File: src/rtl/cl_pkg.sv
package cl_pkg;
  typedef enum logic [1:0] {
    CMD_PWM = 2'b00,
    CMD_CAL = 2'b01,
    CMD_GLB = 2'b10,
    CMD_CFG = 2'b11
  } cmd_e;

  localparam int CFG_MUX   = 0;
  localparam int CFG_WDOG  = 1;
  localparam int CFG_CRST  = 2;
  localparam int CFG_PWMON = 3;
  localparam int CFG_QTR   = 4;

  localparam logic [7:0] CFG_MASK    = 8'h1F;
  localparam logic [7:0] GLB_MASK_NM = 8'h7F;
  localparam logic [7:0] GLB_MASK_MX = 8'h3F;
  localparam int         SHORT_LEN   = 3;
endpackage

File: src/rtl/cl_frame_rx.sv
module cl_frame_rx #(
  parameter int NCH = 24,
  parameter int PW  = 12
) (
  input  logic                  clk,
  input  logic                  rst_n,
  input  logic [1:0]            in_cmd,
  input  logic                  in_vld,
  input  logic [7:0]            in_byte,
  input  logic                  in_end,
  input  logic                  mux,
  output logic                  ld_pwm,
  output logic                  ld_cal,
  output logic                  ld_glb,
  output logic                  ld_cfg,
  output logic [23:0]           last3,
  output logic [2*NCH*PW-1:0]   pwm_bits
);
  import cl_pkg::*;

  localparam int TOT_MX   = 2 * NCH * PW;
  localparam int BYTES_NM = NCH * PW / 8;
  localparam int BYTES_MX = 2 * BYTES_NM;
  localparam int CW       = $clog2(BYTES_MX + 2);
  localparam logic [CW-1:0] CNT_SAT   = CW'(BYTES_MX + 1);
  localparam logic [CW-1:0] CNT_NM    = CW'(BYTES_NM);
  localparam logic [CW-1:0] CNT_MX    = CW'(BYTES_MX);
  localparam logic [CW-1:0] CNT_SHORT = CW'(SHORT_LEN);

  logic [CW-1:0]     cnt_q, cnt_d;
  logic [23:0]       l3_q, l3_d;
  logic [TOT_MX-1:0] sh_q, sh_d;
  logic              sh_en;
  logic              short_ok, pwm_ok;

  // next-state
  always_comb begin
    cnt_d = cnt_q;
    if (in_end) begin
      cnt_d = '0;
    end else if (in_vld && (cnt_q != CNT_SAT)) begin
      cnt_d = cnt_q + 1'b1;
    end
  end

  assign sh_en = in_vld && (in_cmd == CMD_PWM);
  assign l3_d  = {l3_q[15:0], in_byte};
  assign sh_d  = {sh_q[TOT_MX-9:0], in_byte};

  // registers
  always_ff @(posedge clk or negedge rst_n) begin
    if (!rst_n) begin
      cnt_q <= '0;
    end else begin
      cnt_q <= cnt_d;
    end
  end

  always_ff @(posedge clk or negedge rst_n) begin
    if (!rst_n) begin
      l3_q <= '0;
    end else if (in_vld) begin
      l3_q <= l3_d;
    end
  end

  always_ff @(posedge clk or negedge rst_n) begin
    if (!rst_n) begin
      sh_q <= '0;
    end else if (sh_en) begin
      sh_q <= sh_d;
    end
  end

  // length qualification at end of frame
  assign short_ok = (cnt_q == CNT_SHORT);
  assign pwm_ok   = mux ? (cnt_q == CNT_MX) : (cnt_q == CNT_NM);

  assign ld_pwm = in_end && (in_cmd == CMD_PWM) && pwm_ok;
  assign ld_cal = in_end && (in_cmd == CMD_CAL) && short_ok;
  assign ld_glb = in_end && (in_cmd == CMD_GLB) && short_ok;
  assign ld_cfg = in_end && (in_cmd == CMD_CFG) && short_ok;

  assign last3    = l3_q;
  assign pwm_bits = sh_q;
endmodule

File: src/rtl/cl_pwm_bank.sv
module cl_pwm_bank #(
  parameter int NCH = 24,
  parameter int PW  = 12
) (
  input  logic                clk,
  input  logic                rst_n,
  input  logic                ld_pwm,
  input  logic                mux,
  input  logic                sf_tick,
  input  logic [2*NCH*PW-1:0] pwm_bits,
  output logic [2*NCH*PW-1:0] act
);
  localparam int NVAL   = 2 * NCH;
  localparam int TOT_MX = NVAL * PW;
  localparam int TOT_NM = NCH * PW;

  logic [TOT_MX-1:0] unpk;
  logic [TOT_MX-1:0] pend_q;
  logic [TOT_MX-1:0] act_q;
  logic              pv_q, pv_d;
  logic              promote;

  // unpack: value k starts at stream bit k*PW, first bit is the MSB
  for (genvar k = 0; k < NVAL; k++) begin : g_unpk
    if (k < NCH) begin : g_lo
      assign unpk[k*PW +: PW] = mux ? pwm_bits[TOT_MX-1-k*PW -: PW]
                                    : pwm_bits[TOT_NM-1-k*PW -: PW];
    end else begin : g_hi
      assign unpk[k*PW +: PW] = mux ? pwm_bits[TOT_MX-1-k*PW -: PW]
                                    : {PW{1'b0}};
    end
  end

  assign promote = sf_tick && pv_q;
  assign pv_d    = ld_pwm || (pv_q && !sf_tick);

  always_ff @(posedge clk or negedge rst_n) begin
    if (!rst_n) begin
      pv_q <= 1'b0;
    end else begin
      pv_q <= pv_d;
    end
  end

  always_ff @(posedge clk or negedge rst_n) begin
    if (!rst_n) begin
      pend_q <= '0;
    end else if (ld_pwm) begin
      pend_q <= unpk;
    end
  end

  always_ff @(posedge clk or negedge rst_n) begin
    if (!rst_n) begin
      act_q <= '0;
    end else if (promote) begin
      act_q <= pend_q;
    end
  end

  assign act = act_q;
endmodule

File: src/rtl/cl_fault.sv
module cl_fault #(
  parameter int NCH = 24,
  parameter int FW  = 8
) (
  input  logic           clk,
  input  logic           rst_n,
  input  logic           hot,
  input  logic           cool,
  input  logic           in_end,
  input  logic [1:0]     in_cmd,
  input  logic [NCH-1:0] open_det,
  input  logic [FW-1:0]  fault_in,
  output logic           ot_active,
  output logic [FW-1:0]  fault_out,
  output logic [1:0]     fault_cmd
);
  logic          ot_q, ot_d;
  logic          inc;
  logic [FW:0]   sum;
  logic [FW-1:0] sat_d;
  logic [FW-1:0] cnt_q;
  logic [1:0]    cmd_q;

  assign ot_d  = hot || (ot_q && !cool);
  assign inc   = (|open_det) || ot_q;
  assign sum   = {1'b0, fault_in} + {{FW{1'b0}}, inc};
  assign sat_d = sum[FW] ? {FW{1'b1}} : sum[FW-1:0];

  always_ff @(posedge clk or negedge rst_n) begin
    if (!rst_n) begin
      ot_q <= 1'b0;
    end else begin
      ot_q <= ot_d;
    end
  end

  always_ff @(posedge clk or negedge rst_n) begin
    if (!rst_n) begin
      cnt_q <= '0;
      cmd_q <= '0;
    end else if (in_end) begin
      cnt_q <= sat_d;
      cmd_q <= in_cmd;
    end
  end

  assign ot_active = ot_q;
  assign fault_out = cnt_q;
  assign fault_cmd = cmd_q;
endmodule

File: src/rtl/cl_cmd_loader.sv
module cl_cmd_loader #(
  parameter int NCH = 24,
  parameter int PW  = 12,
  parameter int FW  = 8
) (
  input  logic                clk,
  input  logic                rst_n,
  input  logic [1:0]          in_cmd,
  input  logic                in_vld,
  input  logic [7:0]          in_byte,
  input  logic                in_end,
  input  logic                sf_tick,
  input  logic [NCH-1:0]      open_det,
  input  logic                hot,
  input  logic                cool,
  input  logic [FW-1:0]       fault_in,
  output logic [7:0]          cal_r,
  output logic [7:0]          cal_g,
  output logic [7:0]          cal_b,
  output logic [7:0]          cfg_out,
  output logic [7:0]          glb_out,
  output logic [2*NCH*PW-1:0] pwm_out,
  output logic                ot_active,
  output logic [FW-1:0]       fault_out,
  output logic [1:0]          fault_cmd
);
  import cl_pkg::*;

  localparam int TOT = 2 * NCH * PW;

  // reset: asserted asynchronously, released on the clock
  logic [1:0] rs_q;
  logic       rst_s_n;

  always_ff @(posedge clk or negedge rst_n) begin
    if (!rst_n) begin
      rs_q <= 2'b00;
    end else begin
      rs_q <= {rs_q[0], 1'b1};
    end
  end
  assign rst_s_n = rs_q[1];

  logic        ld_pwm, ld_cal, ld_glb, ld_cfg;
  logic [23:0] last3;
  logic [TOT-1:0] pwm_bits, act;
  logic        ot_q;

  logic [7:0]  cfg_q, cfg_d;
  logic [23:0] cal_q;
  logic [7:0]  gp_q, gp_d, glb_q;
  logic        gpv_q, gpv_d;
  logic        mux;

  assign mux = cfg_q[CFG_MUX];

  cl_frame_rx #(.NCH(NCH), .PW(PW)) u_rx (
    .clk      (clk),
    .rst_n    (rst_s_n),
    .in_cmd   (in_cmd),
    .in_vld   (in_vld),
    .in_byte  (in_byte),
    .in_end   (in_end),
    .mux      (mux),
    .ld_pwm   (ld_pwm),
    .ld_cal   (ld_cal),
    .ld_glb   (ld_glb),
    .ld_cfg   (ld_cfg),
    .last3    (last3),
    .pwm_bits (pwm_bits)
  );

  cl_pwm_bank #(.NCH(NCH), .PW(PW)) u_bank (
    .clk      (clk),
    .rst_n    (rst_s_n),
    .ld_pwm   (ld_pwm),
    .mux      (mux),
    .sf_tick  (sf_tick),
    .pwm_bits (pwm_bits),
    .act      (act)
  );

  cl_fault #(.NCH(NCH), .FW(FW)) u_fault (
    .clk       (clk),
    .rst_n     (rst_s_n),
    .hot       (hot),
    .cool      (cool),
    .in_end    (in_end),
    .in_cmd    (in_cmd),
    .open_det  (open_det),
    .fault_in  (fault_in),
    .ot_active (ot_q),
    .fault_out (fault_out),
    .fault_cmd (fault_cmd)
  );

  // configuration: last copy wins, counter-clear bit drops after one cycle
  always_comb begin
    cfg_d = cfg_q;
    cfg_d[CFG_CRST] = 1'b0;
    if (ld_cfg) begin
      cfg_d = last3[7:0] & CFG_MASK;
    end
  end

  // global: staged, masked by the bank mode at load time
  assign gp_d  = last3[7:0] & (mux ? GLB_MASK_MX : GLB_MASK_NM);
  assign gpv_d = ld_glb || (gpv_q && !sf_tick);

  always_ff @(posedge clk or negedge rst_s_n) begin
    if (!rst_s_n) begin
      cfg_q <= '0;
      gpv_q <= 1'b0;
    end else begin
      cfg_q <= cfg_d;
      gpv_q <= gpv_d;
    end
  end

  always_ff @(posedge clk or negedge rst_s_n) begin
    if (!rst_s_n) begin
      cal_q <= '0;
    end else if (ld_cal) begin
      cal_q <= last3;
    end
  end

  always_ff @(posedge clk or negedge rst_s_n) begin
    if (!rst_s_n) begin
      gp_q <= '0;
    end else if (ld_glb) begin
      gp_q <= gp_d;
    end
  end

  always_ff @(posedge clk or negedge rst_s_n) begin
    if (!rst_s_n) begin
      glb_q <= '0;
    end else if (sf_tick && gpv_q) begin
      glb_q <= gp_q;
    end
  end

  assign cal_r     = cal_q[23:16];
  assign cal_g     = cal_q[15:8];
  assign cal_b     = cal_q[7:0];
  assign cfg_out   = cfg_q;
  assign glb_out   = glb_q;
  assign ot_active = ot_q;
  assign pwm_out   = (cfg_q[CFG_PWMON] && !ot_q) ? act : '0;
endmodule

File: config.mk
export PLATFORM = sky130hd
export DESIGN_NAME = cl_cmd_loader
export DESIGN_NICKNAME = d
export VERILOG_FILES = /design/src/rtl/cl_pkg.sv /design/src/rtl/cl_frame_rx.sv /design/src/rtl/cl_pwm_bank.sv /design/src/rtl/cl_fault.sv /design/src/rtl/cl_cmd_loader.sv
export SDC_FILE = /design/constraint.sdc
export NUM_CORES = 2
export LEC_CHECK = 0
export ABC_CLOCK_PERIOD_IN_PS = 50800
export BUFFER_PORTS_ARGS = -buffer_cell sky130_fd_sc_hd__buf_2
export CAP_MARGIN = 10
export CORE_MARGIN = 5
export CORE_UTILIZATION = 54
export DETAILED_ROUTE_END_ITERATION = 16
export HOLD_SLACK_MARGIN = 0.15
export PLACE_DENSITY = 0.81
export SLEW_MARGIN = 10
export SYNTH_ARGS = -nofsm -noshare
export SYNTH_HDL_FRONTEND = slang
export SYNTH_SLANG_ARGS = --single-unit
File: constraint.sdc
create_clock -name clk -period 50.8 [get_ports clk]
set_input_delay 5.08 -clock clk [delete_from_list [all_inputs] [get_ports clk]]
set_output_delay 5.08 -clock clk [all_outputs]
set_load 0.01 [all_outputs]
==> run_results.csv <==
group,metric,value,unit
status,outcome,"finished, final reports clean",
worst_hold_path,hold_start,"rs_q[0]",
power,power,2.99,mW
setup_path,cp.required,51.48,ns
power,power_density,35.6,nW/µm²
detailed_routing,wl_per_cell,24.5,µm
timing,setup_viol,0,
die,num_rows,135,
setup_path,arrival,10.54,ns
clocking,numCtsBuffers,179,
die,num_io_pins,676,
setup_path,reg2reg_depth,5,
die,core,135000,µm²
grt,globalRouteTotalUtil,26.1,%
detailed_routing,ant_nets,0,
synth,synth.distinct_cells,38,
worst_hold_path,hold_path_depth,0,
timing,hold_viol,0,
die,die_area,144000,µm²
setup_path,startpoint_type,"primary input",
clocking,clockRootBuffer,"clkbuf_16",
detailed_routing,firstDrtPassIters,7,
clocking,cts.sinks,1817,
placed_design,port_buffers,671,
cells_and_area,area_growth,14.1,%
synth,syn-cell-area,73500,µm²
cells_and_area,nNetsFinal,5848,
grt,grt_remaining_overflow,0,
synth,synth_mux_area_share,22.6,%
setup_path,crit_type,"in2reg",
cells_and_area,instances_no_fill,7719,
synth,yosysSeqAreaShare,61.8,%
cells_and_area,layout-drive-gt1-share,37.8,%
setup_path,r2r_end,"u_rx.pwm_bits[341]",
clocking,cts_resized,0,
timing,max_freq,0.101,GHz
placed_design,place_inst,7394,
timing,final_max_slew_viol_count,0,
synth,async_flop_share,100,%
clocking,cts_tree,"yes",
detailed_routing,drc,0,
synth,synth_top_family_by_area,"multiplexers",
synth,yosys_warnings,0,
run,cap_viol_max_count,0,
setup_path,reg2reg_setup_slack,45.63,ns
setup_path,r2r_start,"rs_q[1]",
die,start_util,54.3,%
detailed_routing,drt-initial-drc-count,3993,
timing,skew,0.0394,ns
clocking,cts_max_path_buffers,3,
placed_design,hpwl,124000,µm
clocking,worstSkewPairLatency,0.81,ns
synth,synth-edff-count,0,
setup_path,end_kind,"register",
synth,syn_inst,5272,
worst_hold_path,hold_path_class,"reg2reg",
grt,grt_pass1_vias,46200,
grt,grt_pass1_wl,289000,µm
synth,yosysMostFrequentCell,"dfrtp_1",
synth,synth.avg_cell_area,14.0,µm²
setup_path,cp_max_fo,76,
synth,synth_top_area_share,61.8,%
synth,synthTopCellsByCount,"dfrtp_1 (1,817), mux2_2 (1,221), and2_1 (577)",
synth,synth-adder-area-share,0.0851,%
detailed_routing,drt_wl_total,189000,µm
synth,synth.area.top_cells,"dfrtp_1 (62%), mux2_2 (19%), and2_1 (4.9%)",
timing,fin_tns_setup,0,ns
detailed_routing,vias,45300,
grt,grt_max_degree,219,
timing,worstMarginPinSlew,1.12,ns
clocking,path_clk_slew,0.06,ns
timing,rsz0062_at_grt,"no",
synth,synth_simple_gate_area_share,5.37,%
clocking,ctsHoldBuffers,0,
synth,yosysTopAreaCell,"dfrtp_1",
grt,antenna_found_initial,4,
worst_hold_path,hold-path-endpoint,"rs_q[1]",
die,die_y,379,µm
cells_and_area,fillers,9986,
timing,post-route-period-util,19.4,%
detailed_routing,vias_per_cell,5.87,
synth,synthXorXnorAreaFrac,0.0953,%
clocking,postCtsSetupBuffers,0,
die,die_w,379,µm
placed_design,globalplace.congestion,0.844,
timing,layout_min_cycle_time,9.86,ns
clocking,h-tree-depth,4,
power,leakage,42.6,nW
synth,synth-compound-area-share,7.51,%
synth,yosys_register_bits,1817,
timing,max_slew_margin,25.5,%
power,ir_drop,0.0262,mV
synth,ys.flop_type,"dfrtp_1",
## layer usage
layer	global-route usage (%)	wire (µm)
met4	11.2	8360
met3	5.78	13400
met2	39.2	86300
met5	0	0
met1	37.0	81200
## kinds of logic (layout without fill, tap and decap cells)
| group | count (synthesis) | in the layout |
|---|---|---|
| AOI/OAI and AO/OA | 882 | 882 |
| xor gates and xnor gates | 8 | 8 |
| adders and majority gates | 5 | 5 |
| buffers and inverters | 406 | 1065 |
| DFF | 1817 | 1817 |
| muxes | 1510 | 1510 |
| other | 2 | 9 |
| and+or+nand+nor | 642 | 642 |
## power by group
group | internal, mW | switching (mW)
clock network | 0.767 | 0.565
registers | 1.48 | 0.0471
logic | 0.0550 | 0.0750
total | 2.30 | 0.687
## through the flow
stage / instance area (µm²) / setup slack, ns / util [%] / hold slack [ns]
finish: 83900 / 40.94 / 61.9 / 0.347
global placement: 77900 / 40.19 / 57.5 / 0.336
detailed placement: 77900 / 40.18 / 57.5 / 0.337
floorplan: 73600 / 21.38 / - / 0.331
global route: 83900 / 40.66 / 61.9 / 0.359
CTS: 83900 / 41.03 / 61.9 / 0.350
## sequential cells by signal, summed over array words and instances (netlist names), 8 cells and up
name               count
u_bank.act           576
cal_q                 24
u_rx.pwm_bits        576
u_bank.pend_q        576
u_rx.last3            24
u_fault.fault_out      8
## cell type report
class	instances	area [µm²]	area share [%]
timing repair buffer	734	3890	4.64
tap	1781	2230	2.66
multi-input combinational	3052	26300	31.3
sequential	1817	45500	54.2
inverter	10	37.5	0.0447
antenna	4	10.0	0.0119
clock inverter	53	674	0.804
clock buffer	268	5280	6.29
## cells in the final DEF, fill, tap and decap left out, drive strengths merged
cell / instances
clkbuf: 268
nor2b: 2
xor2: 4
ha: 5
dfrtp: 1817
diode: 4
a31o: 1
and2: 577
clkinvlp: 3
a311oi: 1
bufinv: 9
and3: 2
a21o: 1
nor4: 5
o21ai: 581
inv: 19
mux2i: 289
or2: 1
nand2: 9
conb: 5
a21oi: 4
nand4: 7
nor4b: 2
clkinv: 32
nand3: 6
a22o: 288
nand3b: 2
nor2: 21
o211ai: 1
nor3: 5
a31oi: 5
xnor2: 4
buf: 734
and4: 1
mux2: 1221
or4: 2
## critical path, stage by stage
cell	delay, ns
buf_2	0.53
inv_1	0.16
nor3_2	0.17
buf_4	0.67
buf_4	0.85
buf_4	0.86
buf_4	0.90
buf_4	0.70
mux2_2	0.42
## worst max-delay path by stage
| stage | to | slack [ns] | cells after the start | from |
|---|---|---|---|---|
| floorplan | cal_q[0] | 21.38 | 0 | rs_q[1] |
| global placement | u_rx.pwm_bits[124] | 40.19 | 9 | in_vld |
| detailed placement | u_rx.pwm_bits[135] | 40.18 | 9 | in_vld |
| CTS | u_rx.pwm_bits[135] | 41.03 | 9 | in_vld |
| global route | u_rx.pwm_bits[409] | 40.66 | 9 | in_vld |
| finish | u_rx.pwm_bits[135] | 40.94 | 9 | in_vld |
Note: power is estimated with default switching activity, not from simulation.
